[config.mk]
export PLATFORM = sky130hd
export DESIGN_NAME = lnk_tx_top
export DESIGN_NICKNAME = d
export VERILOG_FILES = /design/src/rtl/lnk_tx_pkg.sv /design/src/rtl/lnk_tx_ibuf.sv /design/src/rtl/lnk_tx_clkdiv.sv /design/src/rtl/lnk_tx_fsm.sv /design/src/rtl/lnk_tx_top.sv
export SDC_FILE = /design/constraint.sdc
export NUM_CORES = 1
export LEC_CHECK = 0
export ABC_AREA = 1
export BUFFER_PORTS_ARGS = -buffer_cell sky130_fd_sc_hd__buf_2
export CAP_MARGIN = 40
export CORE_UTILIZATION = 50
export CTS_CLUSTER_SIZE = 14
export DETAILED_ROUTE_END_ITERATION = 16
export PLACE_DENSITY = 0.7
export SLEW_MARGIN = 5
export SYNTH_ARGS = -nofsm -noshare
export SYNTH_HDL_FRONTEND = slang
export SYNTH_SLANG_ARGS = --single-unit
[constraint.sdc]
create_clock -name clk -period 3.4 [get_ports clk]
set_clock_uncertainty 0.15 [all_clocks]
set_input_delay 0.34 -clock clk [delete_from_list [all_inputs] [get_ports clk]]
set_output_delay 0.34 -clock clk [all_outputs]
set_load 0.01 [all_outputs]
[src/rtl/lnk_tx_pkg.sv]
package lnk_tx_pkg;

    typedef enum logic [1:0] {
        RATIO_2   = 2'd0,
        RATIO_2P5 = 2'd1,
        RATIO_3   = 2'd2,
        RATIO_4   = 2'd3
    } lnk_ratio_e;

    typedef enum logic {
        ST_IDLE = 1'b0,
        ST_SEND = 1'b1
    } tx_state_e;

endpackage

[src/rtl/lnk_tx_ibuf.sv]
module lnk_tx_ibuf #(
    parameter int WORD_W = 32,
    parameter int DEPTH  = 2,
    localparam int PW    = (DEPTH > 1) ? $clog2(DEPTH) : 1,
    localparam int CW    = $clog2(DEPTH + 1)
) (
    input  logic              clk,
    input  logic              rst_n,
    input  logic              wr_en,
    input  logic [WORD_W-1:0] wr_data,
    input  logic              rd_en,
    input  logic              err_clr,
    output logic [WORD_W-1:0] rd_data,
    output logic              vld,
    output logic [CW-1:0]     cnt,
    output logic              full,
    output logic              ovf
);

    logic [WORD_W-1:0] mem [DEPTH];
    logic [PW-1:0]     wr_ptr;
    logic [PW-1:0]     rd_ptr;
    logic              accept;
    logic              take;

    function automatic logic [PW-1:0] ptr_next(input logic [PW-1:0] p);
        return (p == PW'(DEPTH - 1)) ? '0 : p + 1'b1;
    endfunction

    assign full    = (cnt == CW'(DEPTH));
    assign vld     = (cnt != '0);
    assign accept  = wr_en && !full;
    assign take    = rd_en && vld;
    assign rd_data = mem[rd_ptr];

    always_ff @(posedge clk) begin
        if (accept) begin
            mem[wr_ptr] <= wr_data;
        end
    end

    always_ff @(posedge clk) begin
        if (!rst_n) begin
            wr_ptr <= '0;
            rd_ptr <= '0;
            cnt    <= '0;
            ovf    <= 1'b0;
        end else begin
            if (accept) begin
                wr_ptr <= ptr_next(wr_ptr);
            end
            if (take) begin
                rd_ptr <= ptr_next(rd_ptr);
            end
            unique case ({accept, take})
                2'b10:   cnt <= cnt + 1'b1;
                2'b01:   cnt <= cnt - 1'b1;
                default: cnt <= cnt;
            endcase
            if (wr_en && full) begin
                ovf <= 1'b1;
            end else if (err_clr) begin
                ovf <= 1'b0;
            end
        end
    end

endmodule

[src/rtl/lnk_tx_clkdiv.sv]
module lnk_tx_clkdiv
    import lnk_tx_pkg::*;
(
    input  logic       clk,
    input  logic       rst_n,
    input  lnk_ratio_e ratio,
    input  logic       en,
    input  logic       hold,
    output logic       edge_o,
    output logic       lnk_clk_o
);

    logic [2:0] cnt_q;
    logic       alt_q;
    logic [2:0] period;
    logic [2:0] hi_len;

    always_comb begin
        unique case (ratio)
            RATIO_2:   period = 3'd2;
            RATIO_2P5: period = alt_q ? 3'd3 : 3'd2;
            RATIO_3:   period = 3'd3;
            RATIO_4:   period = 3'd4;
            default:   period = 3'd2;
        endcase
        hi_len = (ratio == RATIO_4) ? 3'd2 : 3'd1;
    end

    assign edge_o = en && (cnt_q == 3'd0);

    always_ff @(posedge clk) begin
        if (!rst_n || !en || hold) begin
            cnt_q     <= 3'd0;
            alt_q     <= 1'b0;
            lnk_clk_o <= 1'b0;
        end else begin
            lnk_clk_o <= (cnt_q < hi_len);
            if (cnt_q == period - 3'd1) begin
                cnt_q <= 3'd0;
                alt_q <= ~alt_q;
            end else begin
                cnt_q <= cnt_q + 3'd1;
            end
        end
    end

endmodule

[src/rtl/lnk_tx_fsm.sv]
module lnk_tx_fsm
    import lnk_tx_pkg::*;
#(
    parameter int WORD_W = 32,
    parameter int LINK_W = 8,
    localparam int BYTES = WORD_W / LINK_W,
    localparam int BW    = (BYTES > 1) ? $clog2(BYTES) : 1
) (
    input  logic              clk,
    input  logic              rst_n,
    input  logic              ibuf_vld,
    input  logic [WORD_W-1:0] ibuf_data,
    input  logic              ack,
    input  logic              edge_i,
    output logic              pop,
    output logic              div_en,
    output logic              div_hold,
    output logic [LINK_W-1:0] lnk_data,
    output logic              active
);

    tx_state_e         state_q;
    tx_state_e         state_nxt;
    logic [BW-1:0]     bidx_q;
    logic [WORD_W-1:0] shreg_q;
    logic              load;
    logic              shift;

    // state register
    always_ff @(posedge clk) begin
        if (!rst_n) begin
            state_q <= ST_IDLE;
        end else begin
            state_q <= state_nxt;
        end
    end

    // next state and control outputs
    always_comb begin
        state_nxt = state_q;
        pop       = 1'b0;
        div_hold  = 1'b0;
        load      = 1'b0;
        shift     = 1'b0;
        unique case (state_q)
            ST_IDLE: begin
                if (ibuf_vld && ack) begin
                    state_nxt = ST_SEND;
                end
            end
            ST_SEND: begin
                if (edge_i) begin
                    if (bidx_q == '0) begin
                        if (ibuf_vld && ack) begin
                            pop  = 1'b1;
                            load = 1'b1;
                        end else begin
                            div_hold  = 1'b1;
                            state_nxt = ST_IDLE;
                        end
                    end else begin
                        shift = 1'b1;
                    end
                end
            end
            default: state_nxt = ST_IDLE;
        endcase
        div_en = (state_q == ST_SEND);
        active = div_en;
    end

    // byte serialiser
    always_ff @(posedge clk) begin
        if (!rst_n) begin
            bidx_q   <= '0;
            shreg_q  <= '0;
            lnk_data <= '0;
        end else if (load) begin
            lnk_data <= ibuf_data[LINK_W-1:0];
            shreg_q  <= ibuf_data >> LINK_W;
            bidx_q   <= BW'(1);
        end else if (shift) begin
            lnk_data <= shreg_q[LINK_W-1:0];
            shreg_q  <= shreg_q >> LINK_W;
            bidx_q   <= (bidx_q == BW'(BYTES - 1)) ? '0 : bidx_q + 1'b1;
        end
    end

endmodule

[src/rtl/lnk_tx_top.sv]
module lnk_tx_top
    import lnk_tx_pkg::*;
#(
    parameter int WORD_W     = 32,
    parameter int LINK_W     = 8,
    parameter int IBUF_DEPTH = 2
) (
    input  logic                              clk,
    input  logic                              rst_n,
    input  logic [1:0]                        cfg_ratio,
    input  logic                              wr_en,
    input  logic [WORD_W-1:0]                 wr_data,
    input  logic                              err_clr,
    input  logic                              lnk_ack,
    output logic                              lnk_clk,
    output logic [LINK_W-1:0]                 lnk_data,
    output logic [$clog2(IBUF_DEPTH+1)-1:0]   sts_ibuf_cnt,
    output logic                              sts_ibuf_full,
    output logic                              sts_tx_active,
    output logic                              sts_ovf
);

    logic [WORD_W-1:0] ibuf_data;
    logic              ibuf_vld;
    logic              pop;
    logic              div_en;
    logic              div_hold;
    logic              div_edge;
    lnk_ratio_e        ratio;

    assign ratio = lnk_ratio_e'(cfg_ratio);

    lnk_tx_ibuf #(
        .WORD_W (WORD_W),
        .DEPTH  (IBUF_DEPTH)
    ) i_ibuf (
        .clk     (clk),
        .rst_n   (rst_n),
        .wr_en   (wr_en),
        .wr_data (wr_data),
        .rd_en   (pop),
        .err_clr (err_clr),
        .rd_data (ibuf_data),
        .vld     (ibuf_vld),
        .cnt     (sts_ibuf_cnt),
        .full    (sts_ibuf_full),
        .ovf     (sts_ovf)
    );

    lnk_tx_clkdiv i_div (
        .clk       (clk),
        .rst_n     (rst_n),
        .ratio     (ratio),
        .en        (div_en),
        .hold      (div_hold),
        .edge_o    (div_edge),
        .lnk_clk_o (lnk_clk)
    );

    lnk_tx_fsm #(
        .WORD_W (WORD_W),
        .LINK_W (LINK_W)
    ) i_fsm (
        .clk       (clk),
        .rst_n     (rst_n),
        .ibuf_vld  (ibuf_vld),
        .ibuf_data (ibuf_data),
        .ack       (lnk_ack),
        .edge_i    (div_edge),
        .pop       (pop),
        .div_en    (div_en),
        .div_hold  (div_hold),
        .lnk_data  (lnk_data),
        .active    (sts_tx_active)
    );

endmodule

==> metrics.log, run 1 <==
[metrics] status: complete, no violations
[metrics] type of the worst setup path: flop to flop
[metrics] arrival time reported for the critical path endpoint: 2.11 ns
[metrics] Die Y: 97.2 um
[metrics] final count of hold timing violations: 0
[metrics] remaining max-slew budget at the tightest pin: 0.486
[metrics] count of final max-slew check failures: 0
[metrics] total negative slack for setup checks: 0 ns
[metrics] commonest non-fill, non-tap cells in the layout: nand2_1, edfxtp_1, inv_1, buf_2, dfxtp_1
[metrics] post-route clock period utilization: 0.642
[metrics] CTS tree: done
[metrics] Starting Density: 0.517
[metrics] type of the tightest min-delay check: input port to flop
[metrics] Die X: 97.2 um
[metrics] Via Count: 3099
[metrics] total number of H-tree levels: 3
[metrics] Routed wire per std cell: 13.1 um
[metrics] Synthesized Nets: 488
[metrics] Syn Inst Count: 443
[metrics] sequential-to-total area share from yosys stat: 0.627
[metrics] fmax: 0.458 GHz
[metrics] synth-to-layout area growth: 17.9%
[metrics] antenna violations before repair: 0
[metrics] number of antenna-violating nets in the routed design: 0
[metrics] Routability Congestion: 0.803
[metrics] DIE AREA: 9450 um^2
[metrics] Total Routing Usage GR: 0.186
[metrics] syn avg cell area: 10.2 um^2
[metrics] data required time of the critical path: 3.33 ns
[metrics] P_leak: 2.21 nW
[metrics] CTS clk-pin slew, worst paths: 0.10 ns
[metrics] flip-flop and latch count after synthesis: 110
[metrics] setup repair after global routing missed its margin: no
[metrics] estimated wirelength of the detail-placed design: 5350 um
[metrics] final critical-path required period: 2.18 ns
[metrics] # diodes: 0
[metrics] Std-Cell Rows: 34
[metrics] IR drop worst, VDD: 0.252 mV
[metrics] cell area after technology mapping: 4530 um^2
[metrics] number of flops mapped to enable cells by yosys: 64
[metrics] critical hold path startpoint: wr_data[16]
[metrics] core box area: 8760 um^2
[metrics] total of max-cap violations: 0
[metrics] Hold WS: 0.0143 ns
[metrics] start of the worst register-to-register path: i_ibuf.cnt[0]$_SDFFE_PN0P_
[metrics] top flip-flop cell by instance count after synthesis: edfxtp_1
[metrics] Critical Path Fanout Max: 20
[metrics] setup violation total in the final timing report: 0
[metrics] count of port buffers added during placement: 52
[metrics] vias in the first global route: 3053
[metrics] PwrDens: 480 nW/um^2
[metrics] root cell of the clock tree: clkbuf_8
[metrics] nature of the critical path endpoint: flop
[metrics] I/O pins: 53
[metrics] share of layout cells above drive strength 1: 0.215
[metrics] count of cell types in the netlist: 26
[metrics] clock latency on the worst-skew pair: 0.37 ns
[metrics] DRC Markers: 0
[metrics] global-route wire length before repair: 13900 um
[metrics] total number of nets in the final design: 562
[metrics] kind of start point of the critical path: flop
[metrics] transition time at the pin with the least slew margin: 0.770 ns
[metrics] via density per instance: 4.92
[metrics] number of buffers inserted to repair setup after CTS: 0
[metrics] number of DRC markers after the initial detailed-route iteration: 121
[metrics] maximum number of pins on one net before global-route repair: 33
[metrics] share of synthesized flip-flops with an asynchronous set or reset: 0
[metrics] global route total overflow: 0
[metrics] number of buffers inserted during clock tree synthesis: 9
[metrics] Longest Clk Path Bufs: 2
[metrics] leading cell type in the layout, fill and taps excluded: nand2_1
[metrics] total iterations of the first detailed-routing run: 4
[metrics] count of warnings emitted by yosys: 0
[metrics] Sinks on Clock Net: 110
[metrics] final wirelength: 8260 um
[metrics] crit path from: i_ibuf.cnt[0]$_SDFFE_PN0P_
[kinds of logic after synthesis]
logic type      count (synthesis)  share of synthesized area
compound gates                 76                     0.0861
xor+xnor                        3                    0.00580
fa+ha+maj                       6                     0.0166
buf+inv                        85                     0.0773
flops                         110                      0.627
mux                            27                     0.0671
simple gates                  136                      0.120
[power breakdown]
part | total (W) | internal [W] | switching [W]
logic | 0.000265 | 0.000115 | 0.000150
registers | 0.00152 | 0.00149 | 0.0000279
clock network | 0.000780 | 0.000357 | 0.000423
[final cells by class]
type	instances	area (um^2)
repair buffers	81	568
inverters	67	251
clock inverters	4	25.0
well taps	108	135
clock buffers	12	178
multi-input cells	248	1350
flip-flops and latches	110	2840
fillers	713	3420
[per-layer routing]
layer  track usage  share of wire
met1         0.232           0.47
met2         0.317           0.49
met3        0.0309          0.029
met4        0.0826          0.015
met5             0              0
[critical path: stages (launching register included)]
cell     delay [ns]
dfxtp_1        0.46
o21ai_0        0.32
nor2_2         0.68
buf_12         0.25
[state kept, by name, summed over array words and instances, names as in the netlist, named ones only]
| signal | count |
|---|---|
| i_ibuf.mem | 64 |
| i_fsm.shreg_q | 24 |
| i_fsm.lnk_data | 8 |
| i_div.cnt_q | 3 |
| i_fsm.bidx_q | 2 |
| i_ibuf.cnt | 2 |
| i_div.alt_q | 1 |
| i_div.lnk_clk_o | 1 |
| i_fsm.active | 1 |
| i_ibuf.ovf | 1 |
| i_ibuf.rd_ptr | 1 |
| i_ibuf.wr_ptr | 1 |
[synth_stat cells, types with 2 or more instances]
cell type	count	area [um^2]
nand3_1	12	60.1
dfxtp_1	46	921
a21oi_1	37	185
nor2_1	13	48.8
inv_1	63	236
edfxtp_1	64	1920
clkbuf_1	6	22.5
inv_2	4	15.0
nand2_1	106	398
buf_2	9	45.0
mux2_2	27	304
ha_1	6	75.1
o21ai_0	36	180
xor2_1	2	17.5
[through the flow]
stage / std cells / area (um^2) / util / setup WS (ns) / total power [W]
6_report: 630 / 5350 / 0.610 / 1.22 / 0.00256
5_1_grt: 630 / 5350 / 0.610 / 1.02 / 0.00267
4_1_cts: 627 / 5320 / 0.607 / 1.16 / 0.00259
3_5_place_dp: 591 / 4910 / 0.561 / 1.18 / 0.00180
3_3_place_gp: 590 / 4890 / 0.558 / 1.22 / 0.00179
2_1_floorplan: 443 / 4530 / - / 0.735 / 0.00171
[path summary, 6_finish.rpt]
path / end / slack [ns] / depth (start not counted)
setup / recovery: i_ibuf.mem[0][3]$_DFFE_PP_ / 1.22 / 3
hold / removal: i_ibuf.mem[1][16]$_DFFE_PP_ / 0.01 / 1
setup reg to reg: i_ibuf.mem[0][3]$_DFFE_PP_ / 1.22 / 3
hold reg to reg: i_fsm.shreg_q[22]$_SDFFE_PN0P_ / 0.32 / 2
[timing repair]
action,CTS,global route
hold buffers,20,3
setup endpoints to repair,0,0
gates resized for setup,0,0
endpoints found under the hold margin,40,6
(Power assumes the default switching activity.)
==> run 2: changes to the inputs <==
Clock period 3.4 ns to 2.1 ns, I/O delays scaled along.
==> metrics.log, run 2 (synthesized netlist as in run 1, its figures left out) <==
[metrics] final count of hold timing violations: 0 (unchanged)
[metrics] number of buffers inserted during clock tree synthesis: 9 (unchanged)
[metrics] Biggest register: i_ibuf.mem
[metrics] proportion of power drawn by the clock network: 0.334 (+0.030)
[metrics] start of the worst register-to-register path: i_div.cnt_q[0]$_SDFF_PP0_
[metrics] Hold WS: 0.0327 ns (+0.0184 ns)
[metrics] clock latency on the worst-skew pair: 0.36 ns (about the same)
[metrics] Largest register FFs: 64 (unchanged)
[metrics] total iterations of the first detailed-routing run: 4 (unchanged)
[metrics] vias in the first global route: 3177 (+4.1%)
[metrics] post-route clock period utilization: 0.908 (+0.266)
[metrics] number of DRC markers after the initial detailed-route iteration: 108 (-11%)
[metrics] Std-Cell Rows: 34 (unchanged)
[metrics] CTS clk-pin slew, worst paths: 0.10 ns (about the same)
[metrics] I/O pins: 53 (unchanged)
[metrics] count of port buffers added during placement: 52 (unchanged)
[metrics] CP delay by family, top: simple AND/OR/NAND/NOR gates
[metrics] # diodes: 0 (unchanged)
[metrics] post-placement worst setup slack: 0.213 ns (-0.972 ns)
[metrics] IR drop worst, VDD: 0.428 mV (+70%)
[metrics] estimated wirelength of the detail-placed design: 5500 um (+2.7%)
[metrics] Reg power frac: 0.561 (-0.032)
[metrics] CTS tree: done
[metrics] kind of start point of the critical path: flop
[metrics] cell count after placement: 598 (+1.2%)
[metrics] type of the worst setup path: flop to flop
[metrics] Critical Path Fanout Max: 5 (-75%)
[metrics] DIE AREA: 9450 um^2 (unchanged)
[metrics] number of antenna-violating nets in the routed design: 0 (unchanged)
[metrics] CP bufs+invs: 2 (+1)
[metrics] fmax: 0.524 GHz (+14%)
[metrics] setup violation total in the final timing report: 0 (unchanged)
[metrics] DRC Markers: 0 (unchanged)
[metrics] Design Power: 0.00439 W (+71%)
[metrics] Sinks on Clock Net: 110 (unchanged)
[metrics] status: complete, no violations
[metrics] leading cell type in the layout, fill and taps excluded: nand2_1
[metrics] global route total overflow: 0 (unchanged)
[metrics] PwrDens: 792 nW/um^2 (+65%)
[metrics] flop-to-flop setup slack: 0.19 ns (-1.02 ns)
[metrics] P_leak: 2.30 nW (+4.1%)
[metrics] FF-to-FF End: i_ibuf.cnt[1]$_SDFFE_PN0P_
[metrics] share of layout cells above drive strength 1: 0.223 (+0.00869)
[metrics] root cell of the clock tree: clkbuf_8
[metrics] setup repair after global routing missed its margin: no
[metrics] count of final max-slew check failures: 0 (unchanged)
[metrics] Longest Clk Path Bufs: 2 (unchanged)
[metrics] crit-path max cell delay: 0.35 ns (-0.33 ns)
[metrics] number of cells in the finished layout apart from fillers: 650 (+3.2%)
[metrics] arrival time reported for the critical path endpoint: 2.01 ns (-0.10 ns)
[metrics] remaining max-slew budget at the tightest pin: 0.762 (+0.276)
[metrics] nature of the critical path endpoint: flop
[metrics] type of the tightest min-delay check: input port to flop
[metrics] data required time of the critical path: 2.20 ns (-1.13 ns)
[metrics] P_sw: 0.000970 W (+62%)
[metrics] combinational power share: 0.105 (+0.002)
[metrics] number of resized instances in the post-cts repair step: 0 (unchanged)
[metrics] Starting Density: 0.517 (unchanged)
[metrics] antenna violations before repair: 0 (unchanged)
[metrics] total number of H-tree levels: 3 (unchanged)
[metrics] Die X: 97.2 um (unchanged)
[metrics] switch share: 0.221 (-0.0129)
[metrics] cells along the critical path: inv_1 -> ha_1 -> nand3_1 -> nor2_4 -> nand2_2 -> inv_2 -> ha_1 -> xor2_1 -> nand2_1 -> o21ai_0 -> a21oi_1
[metrics] internal power summed over all cells: 0.00342 W (+74%)
[metrics] global-route wire length before repair: 14500 um (+4.0%)
[metrics] slowest stage cell, crit path: dfxtp_1
[metrics] largest registers: i_ibuf.mem: 64 flops, i_fsm.shreg_q: 24 flops, i_fsm.lnk_data: 8 flops
[metrics] total number of nets in the final design: 582 (+3.6%)
[metrics] Die Y: 97.2 um (unchanged)
[metrics] Worst Hold End: i_fsm.active$_SDFF_PN0_
[metrics] core box area: 8760 um^2 (unchanged)
[metrics] crit path from: i_div.cnt_q[0]$_SDFF_PP0_
[metrics] transition time at the pin with the least slew margin: 0.357 ns (-0.413 ns)
[metrics] critical hold path startpoint: lnk_ack
[metrics] commonest non-fill, non-tap cells in the layout: nand2_1, edfxtp_1, inv_1, buf_2, dfxtp_1
[metrics] number of cells traversed by the worst hold path: 3 (+2)
[metrics] final critical-path required period: 1.91 ns (-0.276 ns)
[metrics] Total Routing Usage GR: 0.193 (+0.00693)
[metrics] total negative slack for setup checks: 0 ns (unchanged)
[metrics] Via Count: 3169 (+2.3%)
[metrics] final wirelength: 8610 um (+4.2%)
[metrics] count of cells along the worst register-to-register path: 11 (+8)
[metrics] Critical Path Most Common Cell: ha_1
[metrics] Routability Congestion: 0.809 (+0.77%)
[metrics] total of max-cap violations: 0 (unchanged)
[metrics] maximum number of pins on one net before global-route repair: 38 (+15%)
[metrics] via density per instance: 4.88 (-0.89%)
[metrics] synth-to-layout area growth: 22.2%
[metrics] Routed wire per std cell: 13.2 um (+0.97%)
[metrics] Worst Slack Setup Final: 0.193 ns (-1.02 ns)
[metrics] Filler cells: 721 (+1.1%)
==> run 2: changes by cell type in the layout (fill, tap and decap cells not counted) <==
| cell | delta |
|---|---|
| dlygate4sd3_1 | +11 |
| clkbuf_16 | -2 |
| clkinv_4 | +1 |
| buf_16 | -1 |
| inv_6 | -1 |
| inv_4 | -1 |
| clkinvlp_4 | +1 |
| bufinv_16 | +3 |
| clkinv_2 | -1 |
| buf_4 | +10 |
==> run 2: worst min-delay path, stage by stage <==
cell and delay (ns):
buf_2 0.10, o21ai_2 0.09, o21ai_0 0.08
==> run 2: worst max-delay path by stage <==
| stage | to | depth (start not counted) |
|---|---|---|
| after global placement | i_ibuf.cnt[1]$_SDFFE_PN0P_ | 11 |
| after detailed placement | i_ibuf.cnt[1]$_SDFFE_PN0P_ | 11 |
| after floorplan | i_ibuf.mem[1][0]$_DFFE_PP_ | 2 |
| final | i_ibuf.cnt[1]$_SDFFE_PN0P_ | 11 |
| after CTS | i_ibuf.cnt[1]$_SDFFE_PN0P_ | 11 |
| after global routing | i_ibuf.cnt[1]$_SDFFE_PN0P_ | 11 |
==> run 2: metal layers <==
metal	part of all wire	wire length, um	GRT usage
met5	0	0	0
met4	0.010	89	0.0724
met3	0.025	213	0.0324
met2	0.50	4320	0.333
met1	0.46	3990	0.243
==> run 2: what timing repair did <==
action | CTS | global route
endpoints found under the setup margin | 0 | 1
hold buffers | 34 | 0
endpoints found under the hold margin | 65 | 0
buffers inserted | 0 | 2
==> run 2: layout make-up <==
class | count | area [um^2] | area share
Sequential cell | 110 | 2840 | 0.513
Multi-Input combinational cell | 248 | 1350 | 0.243
Timing Repair Buffer | 101 | 726 | 0.131
Inverter | 67 | 251 | 0.0454
Tap cell | 108 | 135 | 0.0244
Clock buffer | 10 | 128 | 0.0230
Clock inverter | 6 | 111 | 0.0201
==> run 2: power by group through the flow <==
| stage | registers, W | logic, W | clock network (W) |
|---|---|---|---|
| after global routing | 0.00247 | 0.000515 | 0.00159 |
| after global placement | 0.00250 | 0.000394 | 0 |
| final | 0.00246 | 0.000461 | 0.00147 |
| after detailed placement | 0.00251 | 0.000405 | 0 |
| after floorplan | 0.00251 | 0.000252 | 0 |
| after CTS | 0.00246 | 0.000455 | 0.00150 |
==> run 2: per-stage QoR <==
| step | area, um^2 | utilization |
|---|---|---|
| 6_report | 5540 | 0.632 |
| 5_1_grt | 5540 | 0.632 |
| 4_1_cts | 5530 | 0.630 |
| 3_5_place_dp | 4950 | 0.564 |
| 3_3_place_gp | 4950 | 0.564 |
| 2_1_floorplan | 4540 | - |
